<file path="src/rtl/xlate_pkg.sv">
// Shared types for the range-based remote address translator.
package xlate_pkg;
    // Per-path handshake state.
    typedef enum logic [1:0] {
        PS_IDLE  = 2'd0,
        PS_WAIT  = 2'd1,
        PS_GRANT = 2'd2
    } path_state_e;
endpackage

</file>
<file path="src/rtl/xlate_table.sv">
// Range table storage.
// Holds N_ENTRY entries of {valid, kind, host, lo, hi} and updates one slot per write.
// Assumes slot indices >= N_ENTRY are dropped. Reset clears all valid bits.
module xlate_table #(
    parameter int N_ENTRY = 4,
    parameter int AW      = 32,
    parameter int HOST_W  = 8,
    localparam int SLOT_W = (N_ENTRY > 1) ? $clog2(N_ENTRY) : 1
) (
    input  logic                          clk,
    input  logic                          rst_n,
    input  logic                          we,
    input  logic [SLOT_W-1:0]             slot,
    input  logic [AW-1:0]                 lo_in,
    input  logic [AW-1:0]                 hi_in,
    input  logic [HOST_W-1:0]             host_in,
    input  logic                          io_in,
    input  logic                          valid_in,
    output logic [N_ENTRY-1:0][AW-1:0]    lo,
    output logic [N_ENTRY-1:0][AW-1:0]    hi,
    output logic [N_ENTRY-1:0][HOST_W-1:0] host,
    output logic [N_ENTRY-1:0]            io,
    output logic [N_ENTRY-1:0]            valid
);
    for (genvar g = 0; g < N_ENTRY; g++) begin : g_ent
        // Store one entry; loaded when the write selects this slot.
        always_ff @(posedge clk) begin
            if (!rst_n) begin
                lo[g]    <= '0;
                hi[g]    <= '0;
                host[g]  <= '0;
                io[g]    <= 1'b0;
                valid[g] <= 1'b0;
            end else if (we && (int'(slot) == g)) begin
                lo[g]    <= lo_in;
                hi[g]    <= hi_in;
                host[g]  <= host_in;
                io[g]    <= io_in;
                valid[g] <= valid_in;
            end
        end
    end
endmodule

</file>
<file path="src/rtl/xlate_match.sv">
// Priority range matcher.
// Compares one address against every valid entry with inclusive bounds.
// It returns slot+1 of the lowest matching slot (0 if none), plus that entry's host and kind.
// Purely combinational.
module xlate_match #(
    parameter int N_ENTRY = 4,
    parameter int AW      = 32,
    parameter int HOST_W  = 8,
    localparam int HIT_W  = $clog2(N_ENTRY + 1)
) (
    input  logic [AW-1:0]                  addr,
    input  logic [N_ENTRY-1:0][AW-1:0]     lo,
    input  logic [N_ENTRY-1:0][AW-1:0]     hi,
    input  logic [N_ENTRY-1:0][HOST_W-1:0] host,
    input  logic [N_ENTRY-1:0]             io,
    input  logic [N_ENTRY-1:0]             valid,
    output logic [HIT_W-1:0]               hit_num,
    output logic [HOST_W-1:0]              hit_host,
    output logic                           hit_io
);
    logic [N_ENTRY-1:0] in_range;

    // Per-entry inclusive range test.
    for (genvar g = 0; g < N_ENTRY; g++) begin : g_cmp
        assign in_range[g] = valid[g] && (lo[g] <= addr) && (addr <= hi[g]);
    end

    // Priority pick: scan downward so the lowest slot is written last.
    always_comb begin
        hit_num  = '0;
        hit_host = '0;
        hit_io   = 1'b0;
        for (int i = N_ENTRY - 1; i >= 0; i--) begin
            if (in_range[i]) begin
                hit_num  = HIT_W'(i + 1);
                hit_host = host[i];
                hit_io   = io[i];
            end
        end
    end
endmodule

</file>
<file path="src/rtl/xlate_path.sv">
// Remote access handshake for one bus path.
// It stalls the CPU on a strobed remote hit and issues a one-cycle request.
// It waits for the completion strobe, then grants for one cycle.
// Assumes the CPU holds its address and strobe while stalled.
module xlate_path #(
    parameter int AW     = 32,
    parameter int HOST_W = 8
) (
    input  logic              clk,
    input  logic              rst_n,
    input  logic [AW-1:0]     addr,
    input  logic              strobe,
    input  logic              remote,
    input  logic [HOST_W-1:0] hit_host,
    input  logic              hit_io,
    input  logic              net_cmp,
    output logic              rdy_n,
    output logic              net_req,
    output logic [HOST_W-1:0] net_host,
    output logic [AW-1:0]     net_addr,
    output logic              net_io
);
    import xlate_pkg::*;

    path_state_e st;
    logic        start;

    assign start = (st == PS_IDLE) && strobe && remote;
    assign rdy_n = (st == PS_WAIT) || start;

    // Handshake state: idle -> wait on remote strobe, wait -> grant on completion.
    always_ff @(posedge clk) begin
        if (!rst_n) begin
            st <= PS_IDLE;
        end else begin
            case (st)
                PS_IDLE:  if (start) st <= PS_WAIT;
                PS_WAIT:  if (net_cmp) st <= PS_GRANT;
                default:  st <= PS_IDLE;
            endcase
        end
    end

    // Request pulse and captured payload.
    always_ff @(posedge clk) begin
        if (!rst_n) begin
            net_req  <= 1'b0;
            net_host <= '0;
            net_addr <= '0;
            net_io   <= 1'b0;
        end else begin
            net_req <= start;
            if (start) begin
                net_host <= hit_host;
                net_addr <= addr;
                net_io   <= hit_io;
            end
        end
    end
endmodule

</file>
<file path="src/rtl/range_remote_xlate.sv">
// Range-based remote address translator (top).
// One shared range table, with separate matchers and handshake paths
// for instruction fetches and data accesses.
// Assumes the network side answers each request with exactly one completion strobe.
module range_remote_xlate #(
    parameter int N_ENTRY = 4,
    parameter int AW      = 32,
    parameter int HOST_W  = 8,
    localparam int SLOT_W = (N_ENTRY > 1) ? $clog2(N_ENTRY) : 1,
    localparam int HIT_W  = $clog2(N_ENTRY + 1)
) (
    input  logic              clk,
    input  logic              rst_n,
    input  logic              cfg_we,
    input  logic [SLOT_W-1:0] cfg_slot,
    input  logic [AW-1:0]     cfg_lo,
    input  logic [AW-1:0]     cfg_hi,
    input  logic [HOST_W-1:0] cfg_host,
    input  logic              cfg_io,
    input  logic              cfg_valid,
    input  logic [AW-1:0]     if_addr,
    input  logic              if_strobe,
    output logic [HIT_W-1:0]  if_hit,
    output logic              if_remote,
    output logic              if_rdy_n,
    output logic              if_net_req,
    output logic [HOST_W-1:0] if_net_host,
    output logic [AW-1:0]     if_net_addr,
    output logic              if_net_io,
    input  logic              if_net_cmp,
    input  logic [AW-1:0]     dt_addr,
    input  logic              dt_strobe,
    output logic [HIT_W-1:0]  dt_hit,
    output logic              dt_remote,
    output logic              dt_rdy_n,
    output logic              dt_net_req,
    output logic [HOST_W-1:0] dt_net_host,
    output logic [AW-1:0]     dt_net_addr,
    output logic              dt_net_io,
    input  logic              dt_net_cmp
);
    logic [N_ENTRY-1:0][AW-1:0]     t_lo;
    logic [N_ENTRY-1:0][AW-1:0]     t_hi;
    logic [N_ENTRY-1:0][HOST_W-1:0] t_host;
    logic [N_ENTRY-1:0]             t_io;
    logic [N_ENTRY-1:0]             t_valid;
    logic [HOST_W-1:0]              if_mhost, dt_mhost;
    logic                           if_mio, dt_mio;

    xlate_table #(.N_ENTRY(N_ENTRY), .AW(AW), .HOST_W(HOST_W)) u_table (
        .clk(clk), .rst_n(rst_n), .we(cfg_we), .slot(cfg_slot),
        .lo_in(cfg_lo), .hi_in(cfg_hi), .host_in(cfg_host),
        .io_in(cfg_io), .valid_in(cfg_valid),
        .lo(t_lo), .hi(t_hi), .host(t_host), .io(t_io), .valid(t_valid)
    );

    xlate_match #(.N_ENTRY(N_ENTRY), .AW(AW), .HOST_W(HOST_W)) u_if_match (
        .addr(if_addr), .lo(t_lo), .hi(t_hi), .host(t_host), .io(t_io),
        .valid(t_valid), .hit_num(if_hit), .hit_host(if_mhost), .hit_io(if_mio)
    );

    xlate_match #(.N_ENTRY(N_ENTRY), .AW(AW), .HOST_W(HOST_W)) u_dt_match (
        .addr(dt_addr), .lo(t_lo), .hi(t_hi), .host(t_host), .io(t_io),
        .valid(t_valid), .hit_num(dt_hit), .hit_host(dt_mhost), .hit_io(dt_mio)
    );

    assign if_remote = (if_hit != '0);
    assign dt_remote = (dt_hit != '0);

    xlate_path #(.AW(AW), .HOST_W(HOST_W)) u_if_path (
        .clk(clk), .rst_n(rst_n), .addr(if_addr), .strobe(if_strobe),
        .remote(if_remote), .hit_host(if_mhost), .hit_io(if_mio),
        .net_cmp(if_net_cmp), .rdy_n(if_rdy_n), .net_req(if_net_req),
        .net_host(if_net_host), .net_addr(if_net_addr), .net_io(if_net_io)
    );

    xlate_path #(.AW(AW), .HOST_W(HOST_W)) u_dt_path (
        .clk(clk), .rst_n(rst_n), .addr(dt_addr), .strobe(dt_strobe),
        .remote(dt_remote), .hit_host(dt_mhost), .hit_io(dt_mio),
        .net_cmp(dt_net_cmp), .rdy_n(dt_rdy_n), .net_req(dt_net_req),
        .net_host(dt_net_host), .net_addr(dt_net_addr), .net_io(dt_net_io)
    );
endmodule

</file>
<file path="config.mk">
export PLATFORM = sky130hd
export DESIGN_NAME = range_remote_xlate
export DESIGN_NICKNAME = d
export VERILOG_FILES = /design/src/rtl/xlate_pkg.sv /design/src/rtl/xlate_table.sv /design/src/rtl/xlate_match.sv /design/src/rtl/xlate_path.sv /design/src/rtl/range_remote_xlate.sv
export SDC_FILE = /design/constraint.sdc
export NUM_CORES = 2
export LEC_CHECK = 0
export BUFFER_PORTS_ARGS = -buffer_cell sky130_fd_sc_hd__buf_2
export CORE_MARGIN = 5
export CORE_UTILIZATION = 50
export CTS_CLUSTER_DIAMETER = 30
export DETAILED_ROUTE_END_ITERATION = 8
export GPL_ROUTABILITY_DRIVEN = 0
export PLACE_DENSITY_LB_ADDON = 0.2
export SLEW_MARGIN = 0
export SYNTH_ARGS = -nofsm -noshare
export SYNTH_HDL_FRONTEND = slang
export SYNTH_SLANG_ARGS = --single-unit
</file>
<file path="constraint.sdc">
create_clock -name clk -period 4.4 [get_ports clk]
set_input_delay 0.66 -clock clk [delete_from_list [all_inputs] [get_ports clk]]
set_output_delay 0.66 -clock clk [all_outputs]
set_load 0.01 [all_outputs]
</file>
* Word level (Yosys, flattened, before mapping)
Index checks and enable logic that the tools add are counted.
** Word-level totals
- Register bits :: 384
- Input bits :: 147
- Output and inout port bits :: 94
- Logic and storage cells :: 118
** Operators by class
- $lt $le $gt $ge :: 16
- Eq/ne operators :: 9
- Muxes and demuxes :: 30
- Reduce and logical (&&, ||, !) cells :: 33
** Operators with widths (count)
- <= comparator 32 bit :: 16
- 2-to-1 mux 8 bit :: 8
- logical AND 1 bit :: 24
- 2-to-1 mux 3 bit :: 8
- 2-to-1 mux 1 bit :: 8
- 2-to-1 mux 2 bit :: 4
- case mux 2 bit (2 select lines) :: 2
- == test 2 x 1 -> 1 bit, second input constant :: 3
- logical NOT 2 bit :: 3
- nonzero test 3 bit :: 2
- == test 2 bit, second input constant :: 2
- != test 2 x 1 -> 1 bit, second input constant :: 2
- != test 2 bit, second input constant :: 2
- AND reduction 2 bit :: 2
- logical OR 1 bit :: 2

* Depth between registers and ports, before layout
- Depth in word-level cells :: 11
- Gate-level depth with buffers :: 13
- Mapped depth without buffers :: 11

* Modules after synthesis
Synthesis repeated with hierarchy kept, for this count alone.
** Unflattened totals
- Cells, all modules :: 3139
- Area total of the unflattened synthesis :: 27216.1 µm²
** By module, submodules not included
- xlate_match :: instances 2, cells an instance 861, area each 6477.5 µm², seq. area each 0.0 µm²
- xlate_table :: instances 1, cells an instance 1039, area each 10755.3 µm², seq. area each 5925.7 µm²
- xlate_path :: instances 2, cells an instance 188, area each 1746.7 µm², seq. area each 880.8 µm²
- range_remote_xlate :: instances 1, cells an instance 2, area each 12.5 µm², seq. area each 0.0 µm²

* Worst setup path before layout
Ideal clock, no wire load.
- Path type :: in2out
- Start point :: input dt_addr[14]
- End point :: output dt_hit[2]
- Arrival time :: 3063 ps
- Required time :: 3740 ps
- Path slack :: 677 ps
- Stages on the path :: 11
- Path buffers :: 1
- Cells stage by stage :: inv_1 ha_1 nand4_1 or4_4 a21o_1 a311oi_2 a311oi_2 buf_6 and2_4 nor3b_4 and2_1
** Between the ends
- Longest elaborated chain between the ends :: 7
- Elaborated cells between the ends (all ways) :: 20
- Classes of those cells :: order compare: 8; mux: 4; reduce/logical: 8
** Ends and longest elaborated chain
- from (decl) :: RTL line range_remote_xlate.sv:31 : input logic [AW-1:0] dt_addr,
- <= comparator 32 bit :: RTL line xlate_match.sv:25 : assign in_range[g] = valid[g] && (lo[g] <= addr) && (addr <= hi[g]);
- logical AND 1 bit (2 in series) :: RTL line xlate_match.sv:25
- 2-to-1 mux 3 bit (3 in series) :: RTL line xlate_match.sv:34 : if (in_range[i]) begin
- 2-to-1 mux 3 bit (*) :: RTL line xlate_match.sv:34
- to (decl) :: RTL line range_remote_xlate.sv:33 : output logic [HIT_W-1:0] dt_hit,
Mark *: on every way between the ends. The rest lies on a longest branch, timed or not.

* Worst setup path in the final report
- Start point :: register u_table.hi[33] (netlist name)
- End point :: output dt_rdy_n
** Between the ends
- Longest elaborated chain between the ends :: 7
** Ends and longest elaborated chain
- from (decl) :: RTL line xlate_table.sv:20 : output logic [N_ENTRY-1:0][AW-1:0] hi,
- from (signal, indexed assignment) :: RTL line xlate_table.sv:36 : hi[g] <= hi_in;
- <= comparator 32 bit :: RTL line xlate_match.sv:25
- logical AND 1 bit :: RTL line xlate_match.sv:25
- 2-to-1 mux 3 bit (2 in series) :: RTL line xlate_match.sv:34
- nonzero test 3 bit :: RTL line range_remote_xlate.sv:68 : assign dt_remote = (dt_hit != '0);
- logical AND 1 bit :: RTL line xlate_path.sv:28 : assign start = (st == PS_IDLE) && strobe && remote;
- logical OR 1 bit :: RTL line xlate_path.sv:29 : assign rdy_n = (st == PS_WAIT) || start;
- to (decl) :: RTL line range_remote_xlate.sv:35 : output logic dt_rdy_n,
No other way between the ends.

==> metrics.cfg <==
[synthesis]
synth_top_area_share_pct = 28.9
synth_compound_area_share_pct = 19.7
synthXorXnorAreaFrac_pct = 0
synthArstFlopShare_pct = 0
synth_edf_count = 0
postSynthNetCount = 3892
ys.warnings.count = 0
synthAdderAreaFrac_pct = 24.1
synth_top_cell_by_area = dfxtp_1
ys_ff_latch = 384
synthDistinctLibCells = 80
yosys_most_used_dff = dfxtp_1
netlist_instances = 3233
synth.area.top_cells = dfxtp_1 29%, ha_1 24%, nand2_1 11%
syn_area_sq_um = 26600
synth_top_family_by_area = adder cells
synth-seq-area-share_pct = 28.9
muxShareOfSynthArea_pct = 2.45
avgSynthCellArea_sq_um = 8.23
synthSimpleGateAreaFrac_pct = 19.4

[hold_path]
min_from = dt_net_cmp
hold_depth = 3
whs_endpoint = u_dt_path.st[1]$_SDFFE_PN0P_
hold_path_class = in2reg

[sta]
fin_crit_sh_pct = 97.5
hold_viol = 0
tns_ns = 0
slew_violations = 0
grt_setup_unrepaired = false
period_minus_slack_ns = 4.29
finalWorstSetupSlack_ns = 0.111
clock_skew_ns = 0.0184
maxSlewHeadroom_pct = 22.7
worst_slew_pin_slew_ns = 1.16
setup_viol = 0
max_freq_ghz = 0.233

[global_routing]
grt_pass1_vias = 25733
gr-total-overflow = 0
grt_start_max_net_pins = 178
grt_util_all_layers_pct = 32.8
antenna_found_initial = 9
grt_pass1_wl_mm = 148

[finish]
final_cell_mix = 749 x nand2_1, 512 x ha_1, 384 x dfxtp_1
final_common_cell = nand2_1
layout.nets = 4197
drive_above_1_share_pct = 14.9
area_growth_pct = 22.2
design_area_sq_um = 32500

[floorplan]
fp.dieW_um = 241
coreArea_sq_um = 52700
placementRows = 84
die_y_um = 241
initial_core_util_pct = 50.5
die_area_sq_um = 57900
ios = 241

[cts]
cts_tree = done
path_clk_slew_ns = 0.05
numCtsBuffers = 90
ctsHtreeMaxLevel = 3
post_cts_buffers = 0
clock_sinks = 384
cts_root_buf = clkbuf_16
cts_buffer_depth = 3
postCtsHoldBufs = 0
clk_latency_ns = 0.64

[route]
postRouteAntennaNets = 0
drc_errors = 0
post_drt_wl_per_cell_um = 22.8
drtPass1Iterations = 6
num_vias = 25849
wl_mm = 98.0
vias_per_cell = 6.00
drt_iter0_drc = 1982

[placed_design]
io_buffers = 240
hpwlAfterDp_mm = 73.4
place_area_sq_um = 29000
pre_cts_slack_ns = 0.0634

[flow_run]
drv_cap = 0

[worst_setup_path]
worstReg2RegEnd = u_dt_path.net_addr[11]$_SDFFE_PN0P_
r2r-start = u_table.hi[33]$_SDFFE_PN0P_
cp-start-kind = flop
crit_path_end_kind = primary output
reg2reg_depth = 13
crit_fanout = 3
critical_path_arrival_ns = 3.63
crit_required_ns = 3.74
crit_type = reg2out
rrSetupSlack_ns = 0.80

[power_and_ir_drop]
leakagePower_nw = 13.8
power.density_nw_per_um2 = 389
peakVddDrop_v = 0.000363

[status]
status = complete, no violations

==> cells by family (layout without fill, tap and decap cells) <==
kind of cell	count (synthesis)	count (layout)
AO/OA/AOI/OAI	767	767
adder cells (fa/ha/maj)	512	512
buffers and inverters	358	739
flip-flops	384	384
multiplexers	65	65
other	0	3
AND/OR/NAND/NOR	1147	1147
==> cell type report <==
class	count	area, sq um
timing repair buffer	343	2110
sequential	384	7690
multi-input combinational	2491	17600
clock buffer	110	2460
clock inverter	58	922
antenna	3	7.51
fill	4457	20200
tap	688	861
inverter	228	856
==> per-layer routing <==
layer	global-route usage [%]	share of wire, %	vias up
met1	40.0	40	12172
li1	-	-	12079
met5	0	0.021	-
met2	54.6	46	1225
met4	18.4	6.5	4
met3	6.09	7.9	369
==> worst max-delay path, cell delays in order, from the launching register on <==
cell       delay, ns
dfxtp_1         0.33
inv_1           0.10
ha_1            0.30
nor2b_1         0.13
o211ai_1        0.15
a2111oi_0       0.12
or4_1           0.64
a311oi_4        0.50
a22oi_2         0.20
a31oi_4         0.23
nand2b_1        0.14
buf_2           0.13
==> through the flow <==
step | power (W) | hold slack (ns) | cells | utilization, %
after global placement | 0.00519 | 0.452 | 4134 | 55.2
after floorplan | 0.00461 | 0.443 | 3233 | -
after detailed placement | 0.00527 | 0.457 | 4134 | 55.2
after CTS | 0.0127 | 0.229 | 4302 | 61.6
final | 0.0126 | 0.254 | 4305 | 61.7
after global routing | 0.0131 | 0.260 | 4304 | 61.7
==> worst max path at each step <==
| stage | startpoint | slack, ns | endpoint | cells past startpoint |
|---|---|---|---|---|
| after floorplan | dt_addr[14] | 0.68 | dt_hit[2] | 11 |
| after global placement | if_addr[15] | 0.13 | if_rdy_n | 13 |
| after detailed placement | dt_addr[26] | 0.06 | dt_rdy_n | 12 |
| after CTS | u_table.hi[107]$_SDFFE_PN0P_ | 0.01 | dt_rdy_n | 11 |
| after global routing | u_table.lo[107]$_SDFFE_PN0P_ | 0.003 | if_rdy_n | 12 |
| final | u_table.hi[33]$_SDFFE_PN0P_ | 0.11 | dt_rdy_n | 11 |
==> cell usage after synthesis, drive strengths merged (3+ instances only) <==
master,count
nand2b,13
and3,7
a221oi,18
nor3,17
buf,19
nand2,750
or4,7
nor2,52
mux2i,65
a221o,6
a2bb2oi,4
dfxtp,384
nand4,101
o22a,9
clkbuf,111
o31ai,3
a31oi,4
o311ai,5
a21oi,197
o22ai,21
a211oi,18
a21o,27
o211a,9
a21boi,303
nand3b,3
inv,228
a2111oi,6
o21a,13
a22oi,10
o211ai,31
nor2b,80
a2111o,5
and2,7
o21ai,60
ha,512
a311oi,3
nor4,20
and4,10
nand3,67
==> what timing repair did <==
item / in CTS / in global routing
endpoints found under the setup margin: 1 / 5
pin swaps: 0 / 3
gates resized for setup: 1 / 9
==> state kept, by name (all words and copies together) (netlist names) <==
register / count
u_dt_path.net_io: 1
u_if_path.net_host: 8
u_dt_path.net_addr: 32
u_dt_path.net_req: 1
u_if_path.st: 2
u_table.io: 4
u_if_path.net_addr: 32
u_table.host: 32
u_table.lo: 128
u_table.hi: 128
u_table.valid: 4
u_dt_path.st: 2
u_dt_path.net_host: 8
u_if_path.net_req: 1
u_if_path.net_io: 1
==> report_power, final <==
group          switching [W]  leakage (nW)  internal (W)
Sequential         0.0000913          3.12       0.00360
Clock                0.00228          1.62       0.00511
Combinational       0.000979          9.03      0.000594
Total                0.00335          13.8       0.00930
No activity file was read; power rests on OpenSTA's default activity.
